$ cat src/rtl/evt_match_counter.sv
module evt_match_counter #(
  parameter int W = 16
) (
  input  logic         clk,
  input  logic         rst_n,
  input  logic         wr_en,
  input  logic [1:0]   wr_addr,
  input  logic [W-1:0] wr_data,
  input  logic         evt_in,
  output logic [W-1:0] count_o,
  output logic         irq_o,
  output logic [4:0]   cfg_o
);
  localparam logic [2:0] EVT_MODE = 3'b010;

  logic [2:0]   mode_q;
  logic         pol_q, ovf_q, run_q;
  logic [W-1:0] match_q, cnt_q;
  logic         s1, s2, s3, lvl_q;

  wire wr_mode  = wr_en && wr_addr == 2'd0;
  wire wr_ctrl  = wr_en && wr_addr == 2'd1;
  wire wr_match = wr_en && wr_addr == 2'd2;

  wire          accept = (s2 == s3) && (s2 != lvl_q);
  wire          ev_hit = accept && (s2 == ~pol_q);
  wire          active = run_q && mode_q == EVT_MODE;
  wire [W-1:0]  nxt    = cnt_q + 1'b1;
  wire          hit    = nxt == match_q;
  wire          stop   = wr_ctrl && !wr_data[0];

  always_ff @(posedge clk or negedge rst_n)
    if (!rst_n) begin
      s1 <= 1'b0; s2 <= 1'b0; s3 <= 1'b0; lvl_q <= 1'b0;
    end else begin
      s1 <= evt_in; s2 <= s1; s3 <= s2;
      if (accept) lvl_q <= s2;
    end

  always_ff @(posedge clk or negedge rst_n)
    if (!rst_n) begin
      mode_q <= '0; pol_q <= 1'b0; ovf_q <= 1'b0; run_q <= 1'b0; match_q <= '0;
    end else begin
      if (wr_mode && !run_q) begin
        mode_q <= wr_data[2:0];
        pol_q  <= wr_data[3];
      end
      if (wr_ctrl) begin
        run_q <= wr_data[0];
        if (!run_q) ovf_q <= wr_data[1];
      end
      if (wr_match) match_q <= wr_data;
    end

  always_ff @(posedge clk or negedge rst_n)
    if (!rst_n) begin
      cnt_q <= '0; irq_o <= 1'b0;
    end else begin
      irq_o <= 1'b0;
      if (stop) cnt_q <= '0;
      else if (active && ev_hit) begin
        cnt_q <= hit ? '0 : nxt;
        irq_o <= hit;
      end
    end

  assign count_o = cnt_q;
  assign cfg_o   = {ovf_q, pol_q, mode_q};
endmodule


$ cat config.mk
export PLATFORM = sky130hd
export DESIGN_NAME = evt_match_counter
export DESIGN_NICKNAME = d
export VERILOG_FILES = /design/src/rtl/evt_match_counter.sv
export SDC_FILE = /design/constraint.sdc
export NUM_CORES = 1
export LEC_CHECK = 0
export ABC_AREA = 1
export BUFFER_PORTS_ARGS = -buffer_cell sky130_fd_sc_hd__clkbuf_2
export CORE_ASPECT_RATIO = 0.7
export CORE_MARGIN = 2
export CORE_UTILIZATION = 29
export DETAILED_ROUTE_END_ITERATION = 6
export PLACE_DENSITY = 0.61
export SLEW_MARGIN = 10
export SYNTH_ARGS = -nofsm -noshare
export SYNTH_HDL_FRONTEND = slang
export SYNTH_SLANG_ARGS = --single-unit
$ cat constraint.sdc
create_clock -name clk -period 1.84 [get_ports clk]
set_input_delay 0.092 -clock clk [delete_from_list [all_inputs] [get_ports clk]]
set_output_delay 0.092 -clock clk [all_outputs]
set_load 0.03 [all_outputs]
# Word level (Yosys, flattened, before mapping)

Cells that the tools add are included.

Bits in latches: 0
Output and inout port bits: 22
Register bits: 43
Input bits: 22
RAM bits: 0
Memories kept: 0
Memory bits (read-only): 0
Logic and storage cells: 40

$lt $le $gt $ge: 0
Equality and inequality tests: 7
Divide/modulo/power cells: 0
Bitwise logic cells: 2
$mul: 0
Reduce and logical (&&, ||, !) cells: 14
Add/sub/neg operators: 1
Shifts and indexed selects: 0
Mux-type cells: 5

Operators with widths:

| cell                  | number |
|---|---|
| $mux 16               | 3 |
| $add 16x1->16 const B | 1 |
| $eq 16x16->1          | 1 |
| $logic_and 1x1->1     | 9 |
| $eq 3x2->1 const B    | 1 |
| $eq 1x1->1            | 2 |
| $eq 2x1->1 const B    | 1 |
| $eq 2x2->1 const B    | 1 |
| $logic_not 1->1       | 2 |
| $logic_not 2->1       | 1 |
| $mux 1                | 2 |
| $not 1->1             | 2 |
| $reduce_and 2->1      | 1 |
| $reduce_bool 2->1     | 1 |
| $ne 1x1->1            | 1 |

# Logic depth before layout (Yosys ltp)

Gate-level depths: netlist of the first run.

Depth in word-level cells: 6
Mapped depth: 15
Depth with buffers taken out: 14

# Worst setup path after synthesis of the first run

Ideal clock, no wire load.

Path type: flip-flop to flip-flop
From: reg cnt_q[0] (netlist: count_o[0])
To: reg cnt_q[8] (netlist: count_o[8])
Data arrival time: 1.979 ns
Cell stages (with the launch flop): 14
Path slack: -0.256 ns
Library setup time: 0.117 ns
Period minus slack after synthesis: 2.096 ns
Cells stage by stage: dfrtp_1 > ha_1 > nand2_1 > nor2_4 > nand3_1 > nand3_1 > nand2_1 > nor2_1 > nand2_1 > nor2_2 > nand3_4 > buf_6 > nand2_1 > nand2_1

Longest elaborated chain between the ends: 5

Ends and longest elaborated chain:

| element                  | line | RTL |
|---|---|---|
| start: declaration       | 18   | `logic [W-1:0] match_q, cnt_q;` |
| start signal: assignment | 62   | `cnt_q <= hit ? '0 : nxt;` |
| $add 16x1->16 *          | 28   | `wire [W-1:0] nxt = cnt_q + 1'b1;` |
| $eq 16x16->1             | 29   | `wire hit = nxt == match_q;` |
| $mux 16 *                | 62   |  |
| $mux 16 *                | 61   | `else if (active && ev_hit) begin` |
| $mux 16 *                | 60   | `if (stop) cnt_q <= '0;` |

Mark *: on every way between the ends. The rest lies on a longest branch, timed or not. The select of a mux whose other input is x is not followed.
A chain may end at the register's enable or synchronous reset.

# Worst setup path in the final report of the first run

From: reg cnt_q[0] (netlist: count_o[0])
To: reg cnt_q[0] (netlist: count_o[0])

The elaborated chain is that of the path after synthesis.

==> PnR_summary.wiki, run 1 <==
{| class="wikitable"
! Metric !! Value
|-
| Routed vias/inst || 4.73
|-
| Final total negative setup slack || -1.69 ns
|-
| Failing checks || setup timing
|-
| Die extent in y || 80.8 µm
|-
| Finished layout cell area || 3430 µm²
|-
| Min cycle time layout || 1.97 ns
|-
| Critical path class || register to register
|-
| Net total in the final layout || 457
|-
| WP data required || 2.02 ns
|-
| Final Util || 42.9%
|-
| CP endpoint kind || register
|-
| IR drop worst, VDD || 0.439 mV
|-
| Sequential fraction of the synthesis area || 44.0%
|-
| Wirelength per Cell || 13.6 µm
|-
| Setup Skew || 0.00624 ns
|-
| Path length in cells of the critical path || 12
|-
| Largest net degree at the start of global routing || 18
|-
| RSZ-0062 raised after global routing || yes
|-
| First-pass GRT wire length || 11900 µm
|-
| Setup ws final || -0.125 ns
|-
| Horizontal die dimension || 114 µm
|-
| Worst path arrival time || 2.14 ns
|-
| Cell with the largest stage delay on the worst path || dfrtp_2
|-
| I/O Pins || 44
|-
| Die Area || 9190 µm²
|-
| Outcome || finished with violations
|-
| Synthesized cell area || 2440 µm²
|-
| # port buffers || 43
|-
| Slew Viols, Final || 0
|-
| R2R Setup Slk || -0.13 ns
|-
| Highest net fanout along the worst path || 8
|-
| Hold path startpoint || wr_data[15]
|-
| CTS H-Tree Depth || 2
|-
| Post-route worst hold slack || 0.0314 ns
|-
| Number of cells produced by synthesis || 342
|-
| Clock buffer depth || 2
|-
| Placed wire-length estimate after detailed placement || 5190 µm
|-
| Number of DRC violations after detailed-routing iteration 0 || 149
|-
| Core box area || 8010 µm²
|-
| Worst setup startpoint || count_o[0]
|-
| Initial antenna violation count || 0
|-
| Endpoints failing setup || 17
|-
| DRC errors left || 0
|-
| Aggregate global routing overflow || 0
|-
| Number of hold violations in the final report || 0
|-
| Max stage delay on crit path || 0.40 ns
|-
| Placer's final routability congestion estimate || 0.834
|-
| Endpoint, Worst Hold || match_q[15]
|-
| Per-instance average area after synthesis || 7.15 µm²
|-
| Final antenna-violating net count || 0
|-
| Ant diodes || 0
|-
| Final routed wirelength across all metal layers || 7300 µm
|-
| CP Cell Sequence || ha_4 > nand2_4 > nor2_4 > nand2_2 > nand3b_1 > nand3_1 > nor2_1 > nand2_1 > nor2_4 > nand3_4 > nand2_1 > nand2_1
|-
| Combined buffer and inverter count along the critical path || 0
|-
| Pwr per Cell Area || 825 nW/µm²
|-
| Aggregate global-route resource usage || 16.7%
|-
| Post-synthesis async set-or-reset flop share || 100%
|-
| Number of distinct library cell variants in the gate-level netlist after synthesis || 26
|-
| Worst-case reg-to-reg path depth || 12
|-
| Count of flip-flops with a built-in enable after synthesis || 0
|-
| Total CTS buffers || 5
|-
| Achievable Freq || 509 MHz
|-
| Final period util || 107%
|-
| End of the worst register-to-register path || count_o[0]
|-
| Clock tree root driver cell || clkbuf_16
|-
| Total iterations of the first detailed-routing run || 4
|-
| Static leakage || 0.00169 µW
|-
| Total number of vias || 2534
|-
| Cell seen most often among critical-path stages || nand2_1
|-
| Fill cell total of the finished layout || 807
|-
| Vias in the first global route || 2422
|-
| Total of warnings raised by yosys || 0
|-
| Reg clk slew, reported paths || 0.07 ns
|-
| Critical register-to-register path startpoint || count_o[0]
|-
| Hold Crit Depth || 2
|-
| Net count after synthesis || 365
|-
| CP Launch Type || register
|-
| Initial standard-cell utilization of the core || 30.5%
|-
| Clock Sinks || 43
|-
| Worst slew pin tran || 0.666 ns
|-
| Relative slew margins || 55.4%
|-
| Clock tree from TritonCTS || yes
|-
| Number of synthesized register bits || 43
|-
| Total number of placement rows || 27
|-
| Hold Crit Class || input port to register
|-
| Share of layout cells above drive strength 1 || 32.9%
|-
| Number of max-cap violations || 0
|-
| Clock latency of the later-clocked register in the worst-skew pair || 0.29 ns
|-
| Dominant delay contributor by cell family on the critical path || simple AND/OR/NAND/NOR gates
|-
| Top_reg_cell synth || dfrtp_1
|-
| Area post-placement || 3060 µm²
|-
| Syn-to-layout area delta || 40.5%
|}
-- final cells by class --
cell class / instances / area, µm² / share of cell area (%)
Clock inverter: 3 / 46.3 / 1.35
Tap cell: 101 / 126 / 3.68
Inverter: 34 / 128 / 3.72
Sequential cell: 43 / 1080 / 31.6
Timing Repair Buffer: 89 / 569 / 16.6
Multi-Input combinational cell: 261 / 1360 / 39.5
Clock buffer: 5 / 125 / 3.64
-- worst max-delay path by stage --
stage             endpoint
2_1_floorplan   count_o[8]
3_3_place_gp   count_o[10]
3_5_place_dp    count_o[4]
4_1_cts         count_o[9]
5_1_grt        count_o[12]
6_report        count_o[0]
-- layout by cell type (no fill, tap or decap), drive strengths merged, types with 2 or more instances in the layout --
master	Yosys	final
nand2	132	132
nor2	48	49
clkbuf	4	48
buf	3	44
dfrtp	43	43
inv	34	35
nand3	26	28
a21oi	14	14
o21ai	11	11
nand4	8	8
nand3b	5	5
mux2	4	4
xor2	3	3
dlygate4sd3	0	2
o21bai	2	2
-- per-layer routing --
layer | vias up | GRT usage (%) | part of all wire, %
li1 | 1278 | - | -
met1 | 1181 | 24.4 | 52
met2 | 71 | 25.1 | 42
met3 | 4 | 3.88 | 5.3
met4 | 0 | 3.78 | 0.42
met5 | - | 0 | 0
-- logic make-up (layout without fill, tap and decap cells) --
group                      count (synthesis)  after routing  share of synthesized area [%]
and+or+nand+nor                          220            223                           38.9
DFF                                       43             43                           44.0
buffers and inverters                     41            131                           6.91
AOI/OAI and AO/OA                         29             29                           6.35
xor gates and xnor gates                   4              4                           1.43
muxes                                      4              4                           1.84
adders and majority gates                  1              1                          0.512
-- synth_stat cells, types with 2 or more instances --
| library cell | number | area (µm²) |
|---|---|---|
| nand3b_1 | 5 | 37.5 |
| a21oi_1 | 14 | 70.1 |
| buf_4 | 2 | 15.0 |
| nor2_4 | 2 | 22.5 |
| o21bai_1 | 2 | 15.0 |
| nand4_1 | 8 | 50.1 |
| dfrtp_1 | 43 | 1080 |
| inv_1 | 33 | 124 |
| nand2_2 | 3 | 18.8 |
| mux2_2 | 4 | 45.0 |
| o21ai_0 | 10 | 50.1 |
| xor2_1 | 3 | 26.3 |
| clkbuf_1 | 4 | 15.0 |
| nand3_1 | 25 | 125 |
| nand2_1 | 129 | 484 |
| nor2_2 | 7 | 43.8 |
| nor2_1 | 39 | 146 |
-- registers in the layout, summed over array words and instances (netlist names) --
signal / count
irq_o: 1
s2: 1
lvl_q: 1
run_q: 1
s1: 1
count_o: 16
ovf_q: 1
mode_q: 3
pol_q: 1
s3: 1
match_q: 16
-- stage by stage --
| step | setup WS, ns | power [µW] | instances |
|---|---|---|---|
| 2_1_floorplan | -0.0634 | 1530 | 342 |
| 3_3_place_gp | -0.216 | 1710 | 517 |
| 3_5_place_dp | -0.234 | 1730 | 517 |
| 4_1_cts | -0.111 | 2860 | 536 |
| 5_1_grt | -0.294 | 2990 | 536 |
| 6_report | -0.125 | 2830 | 536 |
-- where the power goes --
part           switching (µW)  internal [µW]  leakage (µW)  total, µW
sequential               93.8           1070      0.000530       1160
clock                     400            646     0.0000804       1050
combinational             369            258       0.00108        627
-- timing repair --
| action | 4_1_cts | 5_1_grt |
|---|---|---|
| endpoints found under the hold margin | 15 | 0 |
| setup buffers | 6 | 0 |
| pin swaps | 28 | 12 |
| gates cloned | 3 | 0 |
| hold buffers | 2 | 0 |
| gates resized for setup | 18 | 10 |
| endpoints found under the setup margin | 17 | 17 |
(Power assumes the default switching activity.)
==> run 2: changes to the inputs <==
RECOVER_POWER = 25   (was unset)
==> PnR_summary.wiki, run 2 (synthesis gave the netlist of run 1 again) <==
{| class="wikitable"
! Metric !! Value
|-
| Clock buffer depth || 2 (unchanged)
|-
| Clock Sinks || 43 (unchanged)
|-
| Syn-to-layout area delta || 40.3%
|-
| Number of hold violations in the final report || 0 (unchanged)
|-
| Setup Skew || 0.00643 ns (+0.000193 ns)
|-
| Clock latency of the later-clocked register in the worst-skew pair || 0.29 ns (about the same)
|-
| Aggregate global routing overflow || 0 (unchanged)
|-
| Final antenna-violating net count || 0 (unchanged)
|-
| Achievable Freq || 510 MHz (+0.23%)
|-
| Placed wire-length estimate after detailed placement || 5190 µm (unchanged)
|-
| Top Usage Layer GRT || met2
|-
| Outcome || finished with violations
|-
| Placer's final routability congestion estimate || 0.834 (unchanged)
|-
| # port buffers || 43 (unchanged)
|-
| Critical path class || register to register
|-
| Commonest non-fill, non-tap cells in the layout || nand2_1 (119), clkbuf_2 (43), buf_4 (42), dfrtp_1 (37), nor2_1 (35)
|-
| Max stage delay on crit path || 0.40 ns (about the same)
|-
| Die Area || 9190 µm² (unchanged)
|-
| CP endpoint kind || register
|-
| Largest net degree at the start of global routing || 18 (unchanged)
|-
| Net total in the final layout || 457 (unchanged)
|-
| Hold Crit Class || input port to register
|-
| Share of layout cells above drive strength 1 || 32.6% (-0.23 points)
|-
| Worst-case reg-to-reg path depth || 12 (unchanged)
|-
| Slew Viols, Final || 0 (unchanged)
|-
| Final routed wirelength across all metal layers || 7280 µm (-0.25%)
|-
| Fill cell total of the finished layout || 808 (+0.12%)
|-
| Ant diodes || 0 (unchanged)
|-
| IR drop worst, VDD || 0.440 mV (+0.12%)
|-
| Endpoints failing setup || 17 (unchanged)
|-
| Total number of vias || 2542 (+0.32%)
|-
| Cell with the largest stage delay on the worst path || dfrtp_2
|-
| Vias in the first global route || 2422 (unchanged)
|-
| Total iterations of the first detailed-routing run || 4 (unchanged)
|-
| Met3 track demand over resource || 3.88% (unchanged)
|-
| Wirelength per Cell || 13.6 µm (-0.25%)
|-
| Clock tree from TritonCTS || yes
|-
| Number of DRC violations after detailed-routing iteration 0 || 152 (+2.0%)
|-
| Reg clk slew, reported paths || 0.07 ns (about the same)
|-
| Routed vias/inst || 4.74 (+0.32%)
|-
| Static leakage || 0.00168 µW (-0.22%)
|-
| Worst slack at placement || -0.234 ns (unchanged)
|-
| Worst path arrival time || 2.14 ns (about the same)
|-
| WP data required || 2.02 ns (about the same)
|-
| First-pass GRT wire length || 11900 µm (unchanged)
|-
| Pwr per Cell Area || 825 nW/µm² (about the same)
|-
| Initial antenna violation count || 0 (unchanged)
|-
| Final period util || 107% (-0.24 points)
|-
| I/O Pins || 44 (unchanged)
|-
| Area post-placement || 3060 µm² (unchanged)
|-
| CP Launch Type || register
|-
| Final total negative setup slack || -1.60 ns (+0.0901 ns)
|-
| Aggregate global-route resource usage || 16.7% (unchanged)
|-
| Failing checks || setup timing
|-
| Highest net fanout along the worst path || 8 (unchanged)
|-
| DRC errors left || 0 (unchanged)
|-
| Initial standard-cell utilization of the core || 30.5% (unchanged)
|-
| Most common cell after layout, fill and taps aside || nand2_1
|-
| Min cycle time layout || 1.96 ns (-0.00450 ns)
|-
| RSZ-0062 raised after global routing || yes
|-
| Clock tree root driver cell || clkbuf_16
|-
| Met2 Usage GRT || 25.1% (unchanged)
|-
| Worst slew pin tran || 0.933 ns (+0.267 ns)
|-
| Total number of placement rows || 27 (unchanged)
|-
| Hold Crit Depth || 2 (unchanged)
|-
| Global routing usage on met1 || 24.4% (unchanged)
|-
| Die extent in y || 80.8 µm (unchanged)
|-
| Finished layout cell area || 3430 µm² (-0.11%)
|-
| Core box area || 8010 µm² (unchanged)
|-
| CP Cell Sequence || ha_4 > nand2_4 > nor2_4 > nand2_2 > nand3b_1 > nand3_1 > nor2_1 > nand2_1 > nor2_4 > nand3_4 > nand2_1 > nand2_1
|-
| Horizontal die dimension || 114 µm (unchanged)
|-
| Number of max-cap violations || 0 (unchanged)
|-
| Total CTS buffers || 5 (unchanged)
|-
| Relative slew margins || 37.8% (-18 points)
|-
| Setup ws final || -0.121 ns (+0.00450 ns)
|-
| Cell seen most often among critical-path stages || nand2_1
|-
| CTS H-Tree Depth || 2 (unchanged)
|}
==> run 2: stage by stage <==
stage | hold WS, ns | total power (µW) | cells | utilization (%)
after floorplan | -0.204 | 1530 | 342 | -
after global placement | 0.0508 | 1710 | 517 | 38.2
after detailed placement | 0.0490 | 1730 | 517 | 38.2
after CTS | 0.0293 | 2860 | 536 | 42.4
after global routing | 0.0370 | 2990 | 536 | 42.8
final | 0.0313 | 2830 | 536 | 42.8
==> run 2: what timing repair did <==
item,CTS,global route
hold buffers,2,0
cloned,3,0
resized for setup,18,10
hold endpoints to repair,15,0
pin swaps,28,12
buffers inserted,6,0
endpoints found under the setup margin,17,17
==> run 2: cell type report <==
class	instances	area, µm²	area share, %
clock inverters	3	46.3	1.35
flip-flops and latches	43	1080	31.6
well taps	101	126	3.68
repair buffers	89	566	16.5
inverters	34	128	3.72
clock buffers	5	125	3.65
multi-input cells	261	1360	39.5
==> run 2: worst paths after layout <==
path	slack, ns	start	end
min in group asynchronous	0.45	rst_n	count_o[11]
max reg2reg	-0.12	count_o[0]	count_o[0]
max in group asynchronous	0.49	rst_n	match_q[12]
min	0.03	wr_data[15]	match_q[15]
max	-0.12	count_o[0]	count_o[0]
min reg2reg	0.36	s1	s2
==> run 2: routing by layer <==
| metal | up-vias | share of wire [%] |
|---|---|---|
| met4 | 0 | 0.43 |
| li1 | 1280 | - |
| met1 | 1190 | 52 |
| met5 | - | 0 |
| met3 | 4 | 5.3 |
| met2 | 68 | 42 |
==> run 2: critical path, delay by kind of cell, from the launching register on <==
kind / cells / cell delay (ns)
adder cells (fa/ha/maj): 1 / 0.18
flip-flops: 1 / 0.40
AND/OR/NAND/NOR: 11 / 1.28
==> run 2: where the power goes <==
group	internal, µW	total (µW)	switching [µW]
Clock	646	1040	399
Sequential	1070	1160	93.6
Combinational	257	626	369
==> run 3: changes to the inputs <==
ABC_AREA = unset   (was 1)
PLACE_DENSITY = 0.6   (was 0.61)
==> PnR_summary.wiki, run 3 <==
{| class="wikitable"
! Metric !! Value
|-
| Filler-free cell count of the finished design || 477 (-11%)
|-
| Initial antenna violation count || 0 (unchanged)
|-
| Synth top area cells || dfrtp_1 (42%), mux2_2 (9.7%), xnor2_1 (6.5%), o21ai_0 (3.1%), xor2_1 (2.8%)
|-
| Clock tree from TritonCTS || yes
|-
| Syn-to-layout area delta || 51.4%
|-
| Most common cell after layout, fill and taps aside || buf_4
|-
| Aggregate global-route resource usage || 17.2% (+0.55 points)
|-
| Synthesized cell area || 2540 µm² (+4.1%)
|-
| End of the worst register-to-register path || count_o[2]
|-
| Count of flip-flops with a built-in enable after synthesis || 0 (unchanged)
|-
| Number of cells produced by synthesis || 236 (-31%)
|-
| Placer's final routability congestion estimate || 0.887 (+6.4%)
|-
| Slew Viols, Final || 0 (unchanged)
|-
| Number of DRC violations after detailed-routing iteration 0 || 120 (-21%)
|-
| Clock Sinks || 43 (unchanged)
|-
| Relative slew margins || 18.8% (-19 points)
|-
| Critical register-to-register path startpoint || count_o[1]
|-
| Clock latency of the later-clocked register in the worst-skew pair || 0.29 ns (about the same)
|-
| Most used standard cells in the synthesized netlist || dfrtp_1 (43), mux2_2 (22), xnor2_1 (19)
|-
| Clock tree root driver cell || clkbuf_16
|-
| Final period util || 132% (+25 points)
|-
| Worst-case reg-to-reg path depth || 8 (-4)
|-
| Final routed wirelength across all metal layers || 7520 µm (+3.2%)
|-
| Initial standard-cell utilization of the core || 30.0% (-0.50 points)
|-
| Worst slew pin tran || 1.22 ns (+0.285 ns)
|-
| Hold Crit Depth || 2 (unchanged)
|-
| Die Area || 9550 µm² (+4.0%)
|-
| Cell type with the largest total area after synthesis || dfrtp_1
|-
| Aggregate global routing overflow || 0 (unchanged)
|-
| Sequential cell area || 1090 µm² (+0.46%)
|-
| Share of layout cells above drive strength 1 || 56.9% (+24 points)
|-
| Routed vias/inst || 4.73 (-0.23%)
|-
| Clock buffer depth || 2 (unchanged)
|-
| Ant diodes || 0 (unchanged)
|-
| IR drop worst, VDD || 0.450 mV (+2.2%)
|-
| Placed cells || 456 (-12%)
|-
| Static leakage || 0.00172 µW (+2.0%)
|-
| Per-instance average area after synthesis || 10.8 µm² (+51%)
|-
| Sequential fraction of the synthesis area || 42.3% (-1.8 points)
|-
| Wirelength per Cell || 15.8 µm (+16%)
|-
| Outcome || finished with violations
|-
| R2R Setup Slk || -0.58 ns (-0.46 ns)
|-
| Hold Crit Class || input port to register
|-
| # port buffers || 43 (unchanged)
|-
| Min cycle time layout || 2.42 ns (+0.463 ns)
|-
| Setup ws final || -0.584 ns (-0.463 ns)
|-
| Number of hold violations in the final report || 0 (unchanged)
|-
| CP Launch Type || register
|-
| Finished layout cell area || 3850 µm² (+12%)
|-
| Total number of placement rows || 28 (+3.7%)
|-
| Highest net fanout along the worst path || 5 (-3)
|-
| CTS H-Tree Depth || 2 (unchanged)
|-
| Number of distinct library cell variants in the gate-level netlist after synthesis || 52 (+100%)
|-
| Net count after synthesis || 259 (-29%)
|-
| Pwr per Cell Area || 859 nW/µm² (+4.1%)
|-
| I/O Pins || 44 (unchanged)
|-
| Setup Skew || 0.00861 ns (+0.00218 ns)
|-
| Number of max-cap violations || 0 (unchanged)
|-
| Total number of vias || 2257 (-11%)
|-
| DRC errors left || 0 (unchanged)
|-
| CP endpoint kind || register
|-
| Endpoints failing setup || 17 (unchanged)
|-
| Largest net degree at the start of global routing || 26 (+8)
|-
| Core box area || 8480 µm² (+5.9%)
|-
| Horizontal die dimension || 116 µm (+2.0%)
|-
| Reg clk slew, reported paths || 0.07 ns (about the same)
|-
| Number of synthesized register bits || 43 (unchanged)
|-
| WP data required || 1.99 ns (-0.03 ns)
|-
| Hold path startpoint || wr_data[11]
|-
| Vias in the first global route || 2389 (-1.4%)
|-
| Net total in the final layout || 379 (-17%)
|-
| Total of warnings raised by yosys || 0 (unchanged)
|-
| Critical path class || register to register
|-
| Combined area of the multi-input logic cells || 1520 µm² (+12%)
|-
| Final antenna-violating net count || 0 (unchanged)
|-
| Placed wire-length estimate after detailed placement || 5500 µm (+6.0%)
|-
| Die extent in y || 82.4 µm (+1.9%)
|-
| Total iterations of the first detailed-routing run || 4 (unchanged)
|-
| Share of Yosys cell area claimed by the top area cell type || 42.3% (-1.8 points)
|-
| Commonest non-fill, non-tap cells in the layout || buf_4 (76), clkbuf_2 (41), dfrtp_1 (33), mux2_2 (22), xnor2_1 (16)
|-
| RSZ-0062 raised after global routing || yes
|-
| Fill cell total of the finished layout || 838 (+3.7%)
|-
| Total power || 3310 µW (+17%)
|-
| Area post-placement || 3390 µm² (+11%)
|-
| Endpoint, Worst Hold || match_q[11]
|-
| Failing checks || setup timing
|-
| Most instantiated library cell after synthesis || dfrtp_1
|-
| First-pass GRT wire length || 12500 µm (+5.2%)
|-
| Worst path arrival time || 2.58 ns (+0.44 ns)
|-
| Post-synthesis async set-or-reset flop share || 100% (unchanged)
|-
| Total CTS buffers || 5 (unchanged)
|-
| Achievable Freq || 413 MHz (-19%)
|-
| Top_reg_cell synth || dfrtp_1
|}
run 3: worst max-delay path by stage:
stage / startpoint / endpoint / slack (ns) / cells past startpoint
global route: count_o[0] / count_o[12] / -0.70 / 9
global placement: count_o[0] / count_o[0] / -0.59 / 7
CTS: count_o[1] / count_o[12] / -0.56 / 8
floorplan: count_o[0] / count_o[2] / -0.56 / 8
finish: count_o[1] / count_o[2] / -0.58 / 8
detailed placement: count_o[0] / count_o[12] / -0.71 / 8
run 3: repair_timing:
action	4_1_cts	5_1_grt
hold buffers	2	0
setup buffers	10	1
setup endpoints to repair	17	17
gates resized for setup	31	5
hold endpoints to repair	19	0
pin swaps	10	4
run 3: kinds of logic (layout without fill, tap and decap cells):
logic type / Yosys count / count (layout) / synth area share, %
xor+xnor: 27 / 27 / 9.29
mux: 25 / 25 / 10.9
buf+inv: 20 / 141 / 5.41
fa+ha+maj: 2 / 2 / 0.885
flops: 43 / 43 / 42.3
compound gates: 30 / 30 / 7.52
simple gates: 89 / 89 / 23.7
run 3: critical path, cell delays in order, from the launching register on:
cell,delay (ns)
dfrtp_2,0.43
buf_4,0.15
and3_1,0.21
xnor2_2,0.25
o211ai_1,0.16
or4_4,0.54
nor4_4,0.29
buf_6,0.19
nor4_2,0.06
run 3: layout make-up:
type	count	area share [%]
clock buffer	5	3.25
clock inverter	3	1.75
inverter	4	0.390
multi-input combinational	173	39.4
sequential	43	28.2
tap	120	3.90
timing repair buffer	129	23.1
run 3: power by group:
part	leakage [µW]	switching, µW	internal (µW)	total (µW)
logic	0.00110	467	492	959
registers	0.000526	103	1080	1180
clock network	0.0000900	392	778	1170
total	0.00172	962	2350	3310
run 3: metrics by stage:
| stage | hold WS [ns] | util, % | setup slack (ns) | setup TNS [ns] |
|---|---|---|---|---|
| after floorplan | -0.204 | - | -0.555 | -8.08 |
| after global placement | 0.101 | 40.0 | -0.592 | -9.27 |
| after detailed placement | 0.113 | 40.0 | -0.712 | -10.04 |
| after CTS | 0.0268 | 45.1 | -0.564 | -8.96 |
| after global routing | 0.0296 | 45.5 | -0.701 | -11.23 |
| final | 0.0318 | 45.5 | -0.584 | -9.36 |
run 3: metal layers:
layer / global-route usage, % / up-vias / part of all wire, %
met2: 27.1 / 50 / 44
met5: 0 / - / 0
li1: - / 1096 / -
met3: 3.28 / 7 / 3.5
met4: 3.57 / 0 / 0.84
met1: 24.8 / 1104 / 52
